--- config.mk ---
export PLATFORM = sky130hd
export DESIGN_NAME = ccode_gen
export DESIGN_NICKNAME = d
export VERILOG_FILES = /design/src/rtl/ccode_pkg.sv /design/src/rtl/ccode_classify.sv /design/src/rtl/ccode_ctrl.sv /design/src/rtl/ccode_dpath.sv /design/src/rtl/ccode_gen.sv
export SDC_FILE = /design/constraint.sdc
export NUM_CORES = 1
export LEC_CHECK = 0
export ABC_AREA = 1
export BUFFER_PORTS_ARGS = -buffer_cell sky130_fd_sc_hd__buf_2
export CORE_MARGIN = 3
export CORE_UTILIZATION = 52
export CTS_CLUSTER_DIAMETER = 30
export DETAILED_ROUTE_END_ITERATION = 10
export PLACE_DENSITY = 0.91
export SLEW_MARGIN = 10
export SYNTH_ARGS = -nofsm -noshare
export SYNTH_HDL_FRONTEND = slang
export SYNTH_SLANG_ARGS = --single-unit
--- constraint.sdc ---
create_clock -name clk -period 1.1 [get_ports clk]
set_input_delay 0.055 -clock clk [delete_from_list [all_inputs] [get_ports clk]]
set_output_delay 0.055 -clock clk [all_outputs]
set_load 0.1 [all_outputs]
--- src/rtl/ccode_pkg.sv ---
package ccode_pkg;
  typedef enum logic [1:0] {
    OP_EXAM = 2'b00,
    OP_CMP  = 2'b01,
    OP_TST  = 2'b10,
    OP_RED  = 2'b11
  } opSel_e;

  typedef enum logic [2:0] {
    CL_UNNORM,
    CL_NAN,
    CL_NORMAL,
    CL_INF,
    CL_ZERO,
    CL_DENORM
  } valClass_e;

  typedef struct packed {
    logic loadExam;
    logic loadOrd;
    logic zeroRef;
    logic loadRed;
  } ccStrobe_t;
endpackage

--- src/rtl/ccode_classify.sv ---
module ccode_classify
  import ccode_pkg::*;
#(
  parameter int EXP_W  = 15,
  parameter int MANT_W = 64,
  localparam int VAL_W = 1 + EXP_W + MANT_W
) (
  input  logic [VAL_W-1:0] val,
  output valClass_e        cls,
  output logic             sgn
);
  logic [EXP_W-1:0] expField;
  logic             intBit;
  logic             fracZero;

  assign expField = val[VAL_W-2 -: EXP_W];
  assign intBit   = val[MANT_W-1];
  assign fracZero = ~|val[MANT_W-2:0];
  assign sgn      = val[VAL_W-1];

  always_comb begin
    if (&expField)
      cls = (intBit && fracZero) ? CL_INF : CL_NAN;
    else if (~|expField)
      cls = (!intBit && fracZero) ? CL_ZERO : CL_DENORM;
    else if (!intBit)
      cls = CL_UNNORM;
    else
      cls = CL_NORMAL;
  end
endmodule

--- src/rtl/ccode_ctrl.sv ---
module ccode_ctrl
  import ccode_pkg::*;
(
  input  logic       clk,
  input  logic       rst_n,
  input  logic       start,
  input  logic [1:0] opSel,
  output ccStrobe_t  strobe,
  output logic       ccValid
);
  always_comb begin
    strobe = '0;
    if (start) begin
      unique case (opSel_e'(opSel))
        OP_EXAM: strobe.loadExam = 1'b1;
        OP_CMP:  strobe.loadOrd  = 1'b1;
        OP_TST:  begin strobe.loadOrd = 1'b1; strobe.zeroRef = 1'b1; end
        OP_RED:  strobe.loadRed  = 1'b1;
        default: strobe = '0;
      endcase
    end
  end

  always_ff @(posedge clk or negedge rst_n) begin
    if (!rst_n) ccValid <= 1'b0;
    else        ccValid <= start;
  end
endmodule

--- src/rtl/ccode_dpath.sv ---
module ccode_dpath
  import ccode_pkg::*;
#(
  parameter int EXP_W  = 15,
  parameter int MANT_W = 64,
  localparam int VAL_W = 1 + EXP_W + MANT_W,
  localparam int MAG_W = VAL_W - 1
) (
  input  logic             clk,
  input  logic             rst_n,
  input  ccStrobe_t        strobe,
  input  logic [VAL_W-1:0] opA,
  input  logic [VAL_W-1:0] opB,
  input  logic             emptyA,
  input  logic             emptyB,
  input  logic [2:0]       quotBits,
  input  logic             reduceDone,
  output logic [3:0]       cc
);
  logic [VAL_W-1:0] opnd  [2];
  logic             empty [2];
  valClass_e        cls   [2];
  logic             sgn   [2];
  logic             effNeg[2];

  assign opnd[0]  = opA;
  assign opnd[1]  = strobe.zeroRef ? '0 : opB;
  assign empty[0] = emptyA;
  assign empty[1] = strobe.zeroRef ? 1'b0 : emptyB;

  for (genvar g = 0; g < 2; g++) begin : g_cls
    ccode_classify #(.EXP_W(EXP_W), .MANT_W(MANT_W)) i_cls (
      .val(opnd[g]),
      .cls(cls[g]),
      .sgn(sgn[g])
    );
    assign effNeg[g] = sgn[g] && (cls[g] != CL_ZERO);
  end

  logic       unordered;
  logic [2:0] ordCode;
  logic [2:0] examCode;
  logic [3:0] ccNext;

  assign unordered = empty[0] || empty[1] ||
                     cls[0] == CL_NAN || cls[1] == CL_NAN ||
                     cls[0] == CL_UNNORM || cls[1] == CL_UNNORM;

  // ordCode is {C3,C2,C0}
  always_comb begin
    logic [MAG_W-1:0] magA, magB;
    magA = opnd[0][MAG_W-1:0];
    magB = opnd[1][MAG_W-1:0];
    if (unordered)
      ordCode = 3'b111;
    else if (cls[0] == CL_ZERO && cls[1] == CL_ZERO)
      ordCode = 3'b100;
    else if (effNeg[0] != effNeg[1])
      ordCode = effNeg[0] ? 3'b001 : 3'b000;
    else if (magA == magB)
      ordCode = 3'b100;
    else
      ordCode = ((magA > magB) ^ effNeg[0]) ? 3'b000 : 3'b001;
  end

  // examCode is {C3,C2,C0}
  always_comb begin
    unique case (cls[0])
      CL_UNNORM: examCode = 3'b000;
      CL_NAN:    examCode = 3'b001;
      CL_NORMAL: examCode = 3'b010;
      CL_INF:    examCode = 3'b011;
      CL_ZERO:   examCode = 3'b100;
      CL_DENORM: examCode = 3'b110;
      default:   examCode = 3'b001;
    endcase
  end

  always_comb begin
    ccNext = cc;
    if (strobe.loadExam)
      ccNext = empty[0] ? 4'b1001 : {examCode[2:1], sgn[0], examCode[0]};
    else if (strobe.loadOrd)
      ccNext = {ordCode[2:1], cc[1], ordCode[0]};
    else if (strobe.loadRed)
      ccNext = reduceDone ? {quotBits[1], 1'b0, quotBits[0], quotBits[2]}
                          : {cc[3], 1'b1, cc[1], cc[0]};
  end

  always_ff @(posedge clk or negedge rst_n) begin
    if (!rst_n) cc <= 4'b0000;
    else        cc <= ccNext;
  end
endmodule

--- src/rtl/ccode_gen.sv ---
module ccode_gen
  import ccode_pkg::*;
#(
  parameter int EXP_W  = 15,
  parameter int MANT_W = 64,
  localparam int VAL_W = 1 + EXP_W + MANT_W
) (
  input  logic             clk,
  input  logic             rst_n,
  input  logic             start,
  input  logic [1:0]       opSel,
  input  logic [VAL_W-1:0] opA,
  input  logic [VAL_W-1:0] opB,
  input  logic             emptyA,
  input  logic             emptyB,
  input  logic [2:0]       quotBits,
  input  logic             reduceDone,
  output logic [3:0]       cc,
  output logic             ccValid,
  output logic             zeroFlag,
  output logic             parityFlag,
  output logic             carryFlag
);
  ccStrobe_t strobe;

  ccode_ctrl i_ctrl (
    .clk(clk), .rst_n(rst_n), .start(start), .opSel(opSel),
    .strobe(strobe), .ccValid(ccValid)
  );

  ccode_dpath #(.EXP_W(EXP_W), .MANT_W(MANT_W)) i_dpath (
    .clk(clk), .rst_n(rst_n), .strobe(strobe), .opA(opA), .opB(opB),
    .emptyA(emptyA), .emptyB(emptyB), .quotBits(quotBits),
    .reduceDone(reduceDone), .cc(cc)
  );

  assign zeroFlag   = cc[3];
  assign parityFlag = cc[2];
  assign carryFlag  = cc[0];
endmodule

==> flow_summary.json, run 1 <==
{
  "status": "stopped before the end",
  "stop_stage": "5_1_grt",
  "error": "[ERROR DPL-0038] Utilization greater than 100%, impossible to legalize",
  "synth_area_sq_um": 3570,
  "clockBufferDepth": 2,
  "synthFlopType": "dfrtp_1",
  "hpwl_mm": 12.4,
  "synth-simple-area-share": 0.462,
  "synth.area.mux_share": 0,
  "avgSynthCellArea_sq_um": 5.45,
  "ys_warn_count": 0,
  "cts-root-buf": "clkbuf_8",
  "gp_congestion": 0.946,
  "synth_compound_area_frac": 0.134,
  "grt_max_degree": 26,
  "place_inst": 969,
  "clkSinkCount": 5,
  "ios": 179,
  "synth_adder_area_share": 0.288,
  "row_count": 29,
  "syn_inst": 655,
  "die_h_um": 88.8,
  "synth_xor_xnor_area_share": 0,
  "synth_seq_cells": 5,
  "synth_top_family_by_area": "simple AND/OR/NAND/NOR gates",
  "synthArstFlopShare": 1.00,
  "synth_edf_count": 0,
  "crit_endpoint": "i_dpath.cc[0]$_DFFE_PN0P_/D",
  "ys_seq_area_frac": 0.0351,
  "dieWidth_um": 88.8,
  "start_util": 0.549,
  "syn-num-nets": 908,
  "numCtsBuffers": 3,
  "io_buffer_count": 178,
  "htreeDepth": 1,
  "worstEpCategory": "register data pin",
  "post_synth_num_cell_types": 29
}
-- through the flow --
step / cell area (sq um) / util / setup slack (ps)
after floorplan: 3760 / - / -1140
after global placement: 5280 / 0.813 / -1470
after detailed placement: 5280 / 0.813 / -1540
after CTS: 5770 / 0.888 / -1020
-- cell usage after synthesis (5+ instances only) --
| cell | n | area [sq um] |
|---|---|---|
| nor4_1 | 5 | 31.3 |
| nor2_1 | 99 | 372 |
| nand2_1 | 256 | 961 |
| inv_1 | 52 | 195 |
| o21ai_1 | 13 | 65.1 |
| clkbuf_1 | 7 | 26.3 |
| nand3_1 | 23 | 115 |
| dfrtp_1 | 5 | 125 |
| nand4_1 | 14 | 87.6 |
| o21ai_0 | 34 | 170 |
| ha_1 | 82 | 1030 |
| nor3_1 | 7 | 35.0 |
| a21oi_1 | 33 | 165 |
-- kinds of logic after synthesis --
family | count (synthesis)
compound gates | 90
buf+inv | 68
simple gates | 410
flops | 5
fa+ha+maj | 82
-- timing repair --
item	CTS
hold buffers	1
resized for setup	50
endpoints found under the hold margin	5
pin swaps	13
setup endpoints to repair	4
gates cloned	6
setup buffers	13
==> inputs of run 2 (changes only) <==
--- a/config.mk
+++ b/config.mk
@@ -8,10 +8,9 @@
 export ABC_AREA = 1
 export BUFFER_PORTS_ARGS = -buffer_cell sky130_fd_sc_hd__buf_2
 export CORE_MARGIN = 3
-export CORE_UTILIZATION = 52
-export CTS_CLUSTER_DIAMETER = 30
+export CORE_UTILIZATION = 40
 export DETAILED_ROUTE_END_ITERATION = 10
-export PLACE_DENSITY = 0.91
+export PLACE_DENSITY_LB_ADDON = 0.15
 export SLEW_MARGIN = 10
 export SYNTH_ARGS = -nofsm -noshare
 export SYNTH_HDL_FRONTEND = slang
==> flow_summary.json, run 2 <==
{
  "setup_ws_ps": -1100,
  "largest_reg_flops": 4,
  "cts-root-buf": "clkbuf_8",
  "hpwl_mm": 11.9,
  "switching_share": 0.496,
  "r2r_start": "i_dpath.cc[3]",
  "cp_data_arrival_time_ps": 2340,
  "top_usage_layer": "met2",
  "synth_xor_xnor_area_share": 0,
  "drt_iter0_markers": 183,
  "syn-num-nets": 908,
  "grt.total_usage": 0.263,
  "ios": 179,
  "io_buffer_count": 178,
  "synth_adder_area_share": 0.288,
  "clockBufferDepth": 2,
  "setup_viol": 3,
  "routed-via-count": 5493,
  "met1_usage": 0.337,
  "core_sq_um": 8420,
  "yosysTopAreaCell": "ha_1",
  "fin_nets": 1181,
  "power_w": 0.00376,
  "fin_area_sq_um": 6430,
  "synth_area_sq_um": 3570,
  "yosysMostFrequentCell": "nand2_1",
  "wire_per_inst_um": 15.2,
  "post_synth_num_cell_types": 29,
  "critPathKind": "input pin to flip-flop",
  "tightest_slew_ps": 307,
  "clk_latency_ps": 220,
  "synth.area.mux_share": 0,
  "drt_first_pass_iters": 5,
  "r2r_slack_ps": 290,
  "reg.largest.list": "i_dpath.cc x4, i_ctrl.ccValid x1",
  "p_per_area_nw_per_um2": 585,
  "fin_tns_setup_ps": -2900,
  "final_layout_size_suffix_gt1_frac": 0.438,
  "violations": "negative setup slack",
  "maxSlewHeadroom": 0.793,
  "cap_violations": 0,
  "fmax_mhz": 455,
  "startpoint_type": "input pin",
  "start_util": 0.423,
  "clkSinkCount": 5,
  "dpl_cell_area_sq_um": 5400,
  "gr-total-overflow": 0,
  "holdWs_ps": 193,
  "grt_antenna_before_repair": 0,
  "fin_worst_skew_ps": 0,
  "final_common_cell": "nand2_1",
  "setup.worst_path.start": "opSel[0]",
  "met2_usage": 0.479,
  "p_leak_nw": 3.38,
  "synth-simple-area-share": 0.462,
  "pwr-share-comb": 0.834,
  "synthDominantCellAreaShare": 0.288,
  "rsz0062_at_grt": "yes",
  "hold_viol": 0,
  "grt_pass1_wl_mm": 22.1,
  "min_path_type": "input pin to asynchronous set/reset pin",
  "ys_seq_area_frac": 0.0351,
  "syn_inst": 655,
  "drc": 0,
  "cts_tree": "done",
  "crit_required_ps": 1250,
  "grt_pass1_vias": 5033,
  "synth_top_family_by_area": "simple AND/OR/NAND/NOR gates",
  "r2r-end": "i_dpath.cc[3]",
  "die-area_sq_um": 10100,
  "synthArstFlopShare": 1.00,
  "slew_violations": 0,
  "min_period_over_period": 2.00,
  "ff2ff_path_depth": 2,
  "netlist_top_cells_area": "ha_1, nand2_1, nor2_1",
  "crit_path_end_kind": "flip-flop",
  "power.share.clock": 0.091,
  "cp_max_fo": 8,
  "avgSynthCellArea_sq_um": 5.45,
  "clk_pin_slew_ps": 40,
  "largest_register": "i_dpath.cc",
  "min_period_ps": 2200,
  "power.internal_w": 0.00190,
  "synthFlopType": "dfrtp_1",
  "grtUsageMet3": 0.0202,
  "htreeDepth": 1,
  "grt_max_degree": 18,
  "p_seq_frac": 0.074,
  "status": "finished with violations",
  "ir_drop_v": 0.000533,
  "synth_seq_cells": 5,
  "synth_edf_count": 0,
  "die_h_um": 100,
  "layout_common_cells": "nand2_1, buf_2, buf_4",
  "numCtsBuffers": 3,
  "row_count": 33,
  "synth_compound_area_frac": 0.134,
  "area_growth_pct": 80.4,
  "gp_congestion": 0.915,
  "ys_warn_count": 0,
  "power.switching_w": 0.00187,
  "ant_nets": 0,
  "place_ws_ps": -1480,
  "routed_via_density": 5.32,
  "synthTopCellsByCount": "nand2_1, nor2_1, ha_1, inv_1, o21ai_0",
  "wirelength_mm": 15.7,
  "dieWidth_um": 100
}
## run 2: cell counts after synthesis
Identical to the previous run, type by type.
## run 2: logic make-up after synthesis
logic type      Yosys count
buf+inv                  68
simple gates            410
compound gates           90
flops                     5
fa+ha+maj                82
## run 2: how the worst max path moves through the flow
stage                     to  slack (ps)  depth (start not counted)
4_1_cts        i_dpath.cc[0]       -1040                         22
3_5_place_dp   i_dpath.cc[0]       -1480                         23
3_3_place_gp   i_dpath.cc[0]       -1370                         23
2_1_floorplan  i_dpath.cc[0]       -1140                         24
6_report       i_dpath.cc[0]       -1100                         23
5_1_grt        i_dpath.cc[0]       -1190                         23
## run 2: area by class of cell
class	instances	area, sq um
multi-input combinational	583	3870
timing repair buffer	282	2040
fill	670	1990
inverter	53	211
sequential	5	134
tap	105	131
clock buffer	4	45.0
antenna	1	2.50
## run 2: repair_timing
action / CTS / global route
setup endpoints to repair: 4 / 4
gates cloned: 3 / 6
gates resized for setup: 35 / 108
buffers inserted: 3 / 7
pin swaps: 10 / 58
endpoints found under the hold margin: 5 / 0
hold buffers: 1 / 0
## run 2: per-stage QoR
step | utilization | instances
floorplan | - | 655
global placement | 0.641 | 1009
detailed placement | 0.641 | 1009
CTS | 0.678 | 1020
global route | 0.764 | 1032
finish | 0.764 | 1033
## run 2: per-layer routing
layer / vias to the layer above / routed length (um)
li1: 2714 / -
met1: 2476 / 6270
met2: 259 / 7880
met3: 44 / 1100
met4: 0 / 401
met5: - / 0
## run 2: power by group through the flow
| stage | Combinational, W | Clock [W] | Sequential [W] |
|---|---|---|---|
| 2_1_floorplan | 0.00122 | 0 | 0.000478 |
| 3_3_place_gp | 0.00256 | 0 | 0.000281 |
| 3_5_place_dp | 0.00261 | 0 | 0.000282 |
| 4_1_cts | 0.00274 | 0.000349 | 0.000280 |
| 5_1_grt | 0.00339 | 0.000366 | 0.000289 |
| 6_report | 0.00314 | 0.000344 | 0.000280 |
## run 2: critical path, stage by stage
cell and delay, ps:
buf_12 110, inv_12 40, ha_4 200, nand2_8 130, buf_16 180, buf_4 150, nand2_2 70, ha_4 200
nand2_2 80, inv_1 50, nand2_1 70, a21oi_1 70, nor2_1 140, nand2_1 80, nand2_1 60, nand2_1 60
inv_2 50, nand3_2 100, o21ai_2 140, nand2_1 80, nand2_1 60, nand2_1 50, a21oi_1 110
Power figures use the tool's default switching activity.
==> inputs of run 3 (changes only) <==
--- a/config.mk
+++ b/config.mk
@@ -5,7 +5,7 @@
 export SDC_FILE = /design/constraint.sdc
 export NUM_CORES = 1
 export LEC_CHECK = 0
-export ABC_AREA = 1
+export ABC_AREA = 0
 export BUFFER_PORTS_ARGS = -buffer_cell sky130_fd_sc_hd__buf_2
 export CORE_MARGIN = 3
 export CORE_UTILIZATION = 40
==> flow_summary.json, run 3 <==
{
  "r2r-end": "i_dpath.cc[3]",
  "p_leak_nw": 2.89,
  "wire_per_inst_um": 16.5,
  "fin_area_sq_um": 5610,
  "clk_pin_slew_ps": 40,
  "instances_no_fill": 825,
  "min_path_type": "input pin to flip-flop",
  "layout_common_cells": "buf_2, buf_4, nand2_1",
  "dieWidth_um": 91.4,
  "syn-num-nets": 679,
  "cp_common_cell": "buf_12",
  "switching_share": 0.469,
  "yosysMostFrequentCell": "nand2_1",
  "dr.max_layer_used": "met4",
  "routed_via_density": 5.70,
  "path_buf_inv": 4,
  "tightest_slew_ps": 504,
  "cp_top_family": "simple AND/OR/NAND/NOR gates",
  "maxSlewHeadroom": 0.660,
  "fin_tns_setup_ps": -3810,
  "power.internal_w": 0.00172,
  "critPathKind": "input pin to flip-flop",
  "crit_required_ps": 1250,
  "post_synth_num_cell_types": 42,
  "synth_area_sq_um": 2920,
  "yosysTopAreaCell": "ha_1",
  "die-area_sq_um": 8360,
  "crit_cells": 15,
  "synthTopCellsByCount": "nand2_1, ha_1, nor4_1, a21oi_1, nand4_1",
  "fmax_mhz": 379,
  "p_seq_frac": 0.080,
  "cts-root-buf": "clkbuf_8",
  "wirelength_mm": 13.6,
  "diodes": 0,
  "r2r_start": "i_dpath.cc[3]",
  "synthFlopType": "dfrtp_1",
  "slew_violations": 0,
  "grt_antenna_before_repair": 0,
  "clockBufferDepth": 2,
  "wl_met2_mm": 6.91,
  "wl_met1_mm": 5.15,
  "final_layout_size_suffix_gt1_frac": 0.495,
  "ys_seq_area_frac": 0.0429,
  "largest_register": "i_dpath.cc",
  "htreeDepth": 1,
  "synthDominantCellAreaShare": 0.351,
  "dr_wl_met3_mm": 1.07,
  "status": "finished with violations",
  "netlist_top_cells_area": "ha_1, nand2_1, nor4_1",
  "routed-via-count": 4706,
  "synthArstFlopShare": 1.00,
  "power.share.clock": 0.110,
  "gr-total-overflow": 0,
  "power.switching_w": 0.00152,
  "area_growth_pct": 92.2,
  "grt_max_degree": 22,
  "hpwl_mm": 11.0,
  "grt.total_usage": 0.300,
  "grt_pass1_vias": 4740,
  "drt_iter0_markers": 202,
  "synth_seq_cells": 5,
  "setup_viol": 3,
  "clk_latency_ps": 230,
  "fin_nets": 983,
  "min_period_ps": 2640,
  "crit_path_cell_trace": "buf_12, inv_12, ha_4, nand2_8, buf_12, buf_4, nand2_1, ha_1, nand4_1, nor4_2, and4_1, nand3_1, or4_4, a21o_1, a31oi_1",
  "cp_max_fo": 7,
  "r2r_slack_ps": 150,
  "io_buffer_count": 178,
  "cap_violations": 0,
  "die_h_um": 91.4,
  "power_w": 0.00325,
  "startpoint_type": "input pin",
  "cts_tree": "done",
  "numCtsBuffers": 3,
  "ys_warn_count": 0,
  "reg.largest.list": "i_dpath.cc x4, i_ctrl.ccValid x1",
  "start_util": 0.420,
  "avgSynthCellArea_sq_um": 6.85,
  "crit_path_end_kind": "flip-flop",
  "row_count": 30,
  "slowest_stage": "or4_4",
  "ff2ff_path_depth": 3,
  "setup.worst_path.start": "opSel[0]",
  "synth_edf_count": 0,
  "largest_reg_flops": 4,
  "ir_drop_v": 0.000408,
  "rsz0062_at_grt": "yes",
  "hp-start": "quotBits[0]",
  "ant_nets": 0,
  "ios": 179,
  "drc": 0,
  "violations": "negative setup slack",
  "p_per_area_nw_per_um2": 579,
  "syn_inst": 426,
  "grt_pass1_wl_mm": 20.8,
  "final_common_cell": "buf_2",
  "cp-endpoint": "i_dpath.cc[3]",
  "clkSinkCount": 5,
  "hold_viol": 0,
  "drt_first_pass_iters": 5,
  "core_sq_um": 6940,
  "cp_data_arrival_time_ps": 2790,
  "place_inst": 802,
  "setup_ws_ps": -1540,
  "gp_congestion": 0.879,
  "final_util": 0.808,
  "fin_worst_skew_ps": 0,
  "min_period_over_period": 2.40,
  "pwr-share-comb": 0.810,
  "critPathMaxStageDelay_ps": 580,
  "dpl_cell_area_sq_um": 5000
}
[run 3: cell count changes after synthesis, sizes merged, moves of 26 or more]
cell,delta
nor2,-85
nor4,+37
inv,-46
o21ai,-26
nand2,-148
[run 3: logic make-up (layout without fill, tap and decap cells)]
family | Yosys count | in the layout | share of synthesized area
fa+ha+maj | 82 | 82 | 0.351
simple gates | 229 | 229 | 0.390
compound gates | 91 | 91 | 0.183
flops | 5 | 5 | 0.0429
buf+inv | 19 | 322 | 0.0317
[run 3: stage by stage]
stage / worst slack, ps / hold WS, ps
detailed placement: -1830 / -122
CTS: -1470 / 155
finish: -1540 / 152
global route: -1650 / 184
global placement: -1740 / -127
floorplan: -1440 / -241
[run 3: repair_timing]
item | CTS | global route
resized for setup | 34 | 27
setup endpoints to repair | 3 | 3
pin swaps | 23 | 30
hold buffers | 1 | 0
gates cloned | 3 | 0
endpoints found under the hold margin | 5 | 0
buffers inserted | 6 | 11
[run 3: layout make-up]
type | instances | area [sq um]
flip-flops and latches | 5 | 134
multi-input cells | 402 | 3060
repair buffers | 311 | 2210
well taps | 96 | 120
fillers | 473 | 1340
clock buffers | 4 | 45.0
inverters | 7 | 38.8
[run 3: worst min-delay path by stage]
stage / to / slack (ps) / cells past startpoint
2_1_floorplan: i_ctrl.ccValid / -240 / 0
3_3_place_gp: i_dpath.cc[2] / -130 / 1
3_5_place_dp: i_dpath.cc[2] / -120 / 1
4_1_cts: i_dpath.cc[1] / 150 / 3
5_1_grt: i_dpath.cc[1] / 180 / 3
6_report: i_dpath.cc[1] / 150 / 3
[run 3: per-layer routing]
| layer | global-route usage | up-vias |
|---|---|---|
| li1 | - | 2258 |
| met1 | 0.345 | 2150 |
| met2 | 0.556 | 250 |
| met3 | 0.0414 | 48 |
| met4 | 0.112 | 0 |
| met5 | 0 | - |
[run 3: worst register-to-register path, cell delays in order, from the launching register on]
cell      delay (ps)
dfrtp_1          380
buf_4            170
o211ai_1         210
a31oi_1           70
[run 3: power groups by stage]
| stage | Combinational, W | Clock (W) | Sequential (W) |
|---|---|---|---|
| after global routing | 0.00285 | 0.000368 | 0.000264 |
| final | 0.00263 | 0.000357 | 0.000260 |
| after CTS | 0.00247 | 0.000350 | 0.000261 |
| after global placement | 0.00226 | 0 | 0.000261 |
| after floorplan | 0.000973 | 0 | 0.000443 |
| after detailed placement | 0.00234 | 0 | 0.000263 |
==> inputs of run 4 (changes only) <==
--- a/config.mk
+++ b/config.mk
@@ -6,12 +6,13 @@
 export NUM_CORES = 1
 export LEC_CHECK = 0
 export ABC_AREA = 0
-export BUFFER_PORTS_ARGS = -buffer_cell sky130_fd_sc_hd__buf_2
 export CORE_MARGIN = 3
 export CORE_UTILIZATION = 40
 export DETAILED_ROUTE_END_ITERATION = 10
+export DONT_BUFFER_PORTS = 1
 export PLACE_DENSITY_LB_ADDON = 0.15
 export SLEW_MARGIN = 10
 export SYNTH_ARGS = -nofsm -noshare
 export SYNTH_HDL_FRONTEND = slang
+export SYNTH_HIERARCHICAL = 1
 export SYNTH_SLANG_ARGS = --single-unit
==> flow_summary.json, run 4 <==
{
  "status": "finished with violations",
  "violations": "negative setup slack",
  "synthDominantCellAreaShare": 0.292,
  "routed_via_density": 5.67,
  "ys_seq_area_frac": 0.0356,
  "die-area_sq_um": 9940,
  "cts-root-buf": "clkbuf_8",
  "reg.largest.list": "i_dpath/cc x4, i_ctrl/ccValid x1",
  "startpoint_type": "input pin",
  "power.switching_w": 0.00131,
  "rsz0062_at_grt": "yes",
  "fin_tns_setup_ps": -4900,
  "crit_required_ps": 1200,
  "drc": 0,
  "row_count": 33,
  "largest_register": "i_dpath/cc",
  "dr_wl_met3_um": 959,
  "min_path_type": "input pin to flip-flop",
  "core_sq_um": 8380,
  "power.share.clock": 0.120,
  "min_period_ps": 2910,
  "fmax_mhz": 344,
  "synth_area_sq_um": 3510,
  "fin_nets": 877,
  "ir_drop_v": 0.000522,
  "setup_ws_ps": -1810,
  "maxSlewHeadroom": 0.711,
  "grt_pass1_vias": 4292,
  "p_leak_nw": 2.51,
  "min_period_over_period": 2.65,
  "dr.max_layer_used": "met4",
  "crit_path_end_kind": "flip-flop",
  "avgSynthCellArea_sq_um": 6.88,
  "final_common_cell": "buf_4",
  "grt_antenna_before_repair": 0,
  "diodes": 0,
  "cp_data_arrival_time_ps": 3010,
  "die_h_um": 99.7,
  "hpwl_mm": 10.6,
  "wl_met1_mm": 4.84,
  "dpl_cell_area_sq_um": 4460,
  "wl_met2_mm": 6.83,
  "grt.total_usage": 0.241,
  "synthTopCellsByCount": "inv_1, ha_1, nand2b_1, a21oi_1, nor4_1",
  "wirelength_mm": 12.8,
  "drt_first_pass_iters": 4,
  "critPathKind": "input pin to flip-flop",
  "grt_max_degree": 13,
  "switching_share": 0.478,
  "ys_warn_count": 6,
  "cap_violations": 0,
  "hold_viol": 0,
  "yosysTopAreaCell": "ha_1",
  "gp_congestion": 0.879,
  "setup_viol": 3,
  "wire_per_inst_um": 17.6,
  "clk_latency_ps": 210,
  "synth_seq_cells": 5,
  "area_growth_pct": 42.5,
  "fin_area_sq_um": 5010,
  "final_layout_size_suffix_gt1_frac": 0.305,
  "power.internal_w": 0.00144,
  "post_synth_num_cell_types": 42,
  "io_buffer_count": 0,
  "clk_pin_slew_ps": 30,
  "gr-total-overflow": 0,
  "p_seq_frac": 0.096,
  "final_util": 0.597,
  "p_per_area_nw_per_um2": 549,
  "htreeDepth": 1,
  "clkSinkCount": 5,
  "synthFlopType": "dfrtp_1",
  "slew_violations": 0,
  "pwr-share-comb": 0.784,
  "synth_edf_count": 0,
  "cp_max_fo": 4,
  "syn-num-nets": 764,
  "yosysMostFrequentCell": "inv_1",
  "tightest_slew_ps": 430,
  "grt_pass1_wl_mm": 19.7,
  "dieWidth_um": 99.7,
  "netlist_top_cells_area": "ha_1, nand2b_1, inv_1",
  "routed-via-count": 4126,
  "layout_common_cells": "buf_4, ha_1, inv_1",
  "numCtsBuffers": 3,
  "clockBufferDepth": 2,
  "synthArstFlopShare": 1.00,
  "largest_reg_flops": 4,
  "syn_inst": 511,
  "cts_tree": "done",
  "ant_nets": 0,
  "drt_iter0_markers": 113,
  "fin_worst_skew_ps": 0,
  "ios": 179,
  "start_util": 0.419
}
-- run 4: metrics by stage --
stage / setup slack, ps / power [W] / hold slack, ps / instances
after floorplan: -1740 / 0.00163 / -241 / 511
after global placement: -2220 / 0.00218 / -240 / 704
after detailed placement: -2300 / 0.00222 / -241 / 704
after CTS: -1720 / 0.00266 / 51.6 / 719
after global routing: -1990 / 0.00299 / 72.1 / 728
final: -1810 / 0.00275 / 56.7 / 728
-- run 4: worst max-delay path, cell delays in order --
cell	delay, ps
clkinv_16	20
ha_4	150
and2_4	200
buf_6	120
buf_6	90
nand2b_4	110
inv_1	60
nor4_4	250
nand4_1	210
nor4_4	380
a22oi_2	100
nor3b_2	240
nor2b_2	70
o2111ai_2	190
or2_1	160
nand2_1	60
a221oi_2	280
a2111oi_2	70
a21o_1	170
-- run 4: worst paths after layout --
| path | from | end | slack [ps] | cells after the start |
|---|---|---|---|---|
| max in group asynchronous | rst_n | i_dpath/cc[2] | 760 | 1 |
| min | quotBits[0] | i_dpath/cc[1] | 60 | 2 |
| min reg2reg | i_dpath/cc[3] | i_dpath/cc[3] | 560 | 1 |
| min in group asynchronous | rst_n | i_dpath/cc[3] | 130 | 1 |
| max reg2reg | i_dpath/cc[0] | i_dpath/cc[0] | 300 | 1 |
| max | opSel[0] | i_dpath/cc[3] | -1810 | 19 |
-- run 4: area by class of cell --
type	count	area [sq um]
Sequential cell	5	138
Fill cell	779	3380
Clock buffer	4	45.0
Multi-Input combinational cell	408	3350
Tap cell	105	131
Timing Repair Buffer	120	991
Inverter	86	349
-- run 4: cells by family (layout without fill, tap and decap cells) --
logic type,after synthesis,in the layout,share of synthesized area
buffers and inverters,101,210,0.113
and+or+nand+nor,233,236,0.401
muxes,2,2,0.00570
adders and majority gates,82,82,0.292
AOI/OAI and AO/OA,88,88,0.152
DFF,5,5,0.0356
-- run 4: repair_timing --
| item | in CTS | in global routing |
|---|---|---|
| pin swaps | 18 | 12 |
| endpoints found under the setup margin | 3 | 4 |
| setup buffers | 5 | 9 |
| hold endpoints to repair | 7 | 0 |
| gates cloned | 4 | 0 |
| resized for setup | 33 | 38 |
| hold buffers | 3 | 0 |
-- run 4: power by group through the flow --
stage	Combinational [W]	Sequential, W	Clock, W
after floorplan	0.00114	0.000499	0
after global placement	0.00191	0.000267	0
after detailed placement	0.00195	0.000267	0
after CTS	0.00206	0.000265	0.000336
after global routing	0.00238	0.000271	0.000347
final	0.00216	0.000264	0.000329
-- run 4: routing by layer --
layer | up-vias | GRT usage
met3 | 14 | 0.0442
met2 | 154 | 0.478
li1 | 2059 | -
met5 | - | 0
met4 | 0 | 0.0389
met1 | 1899 | 0.267
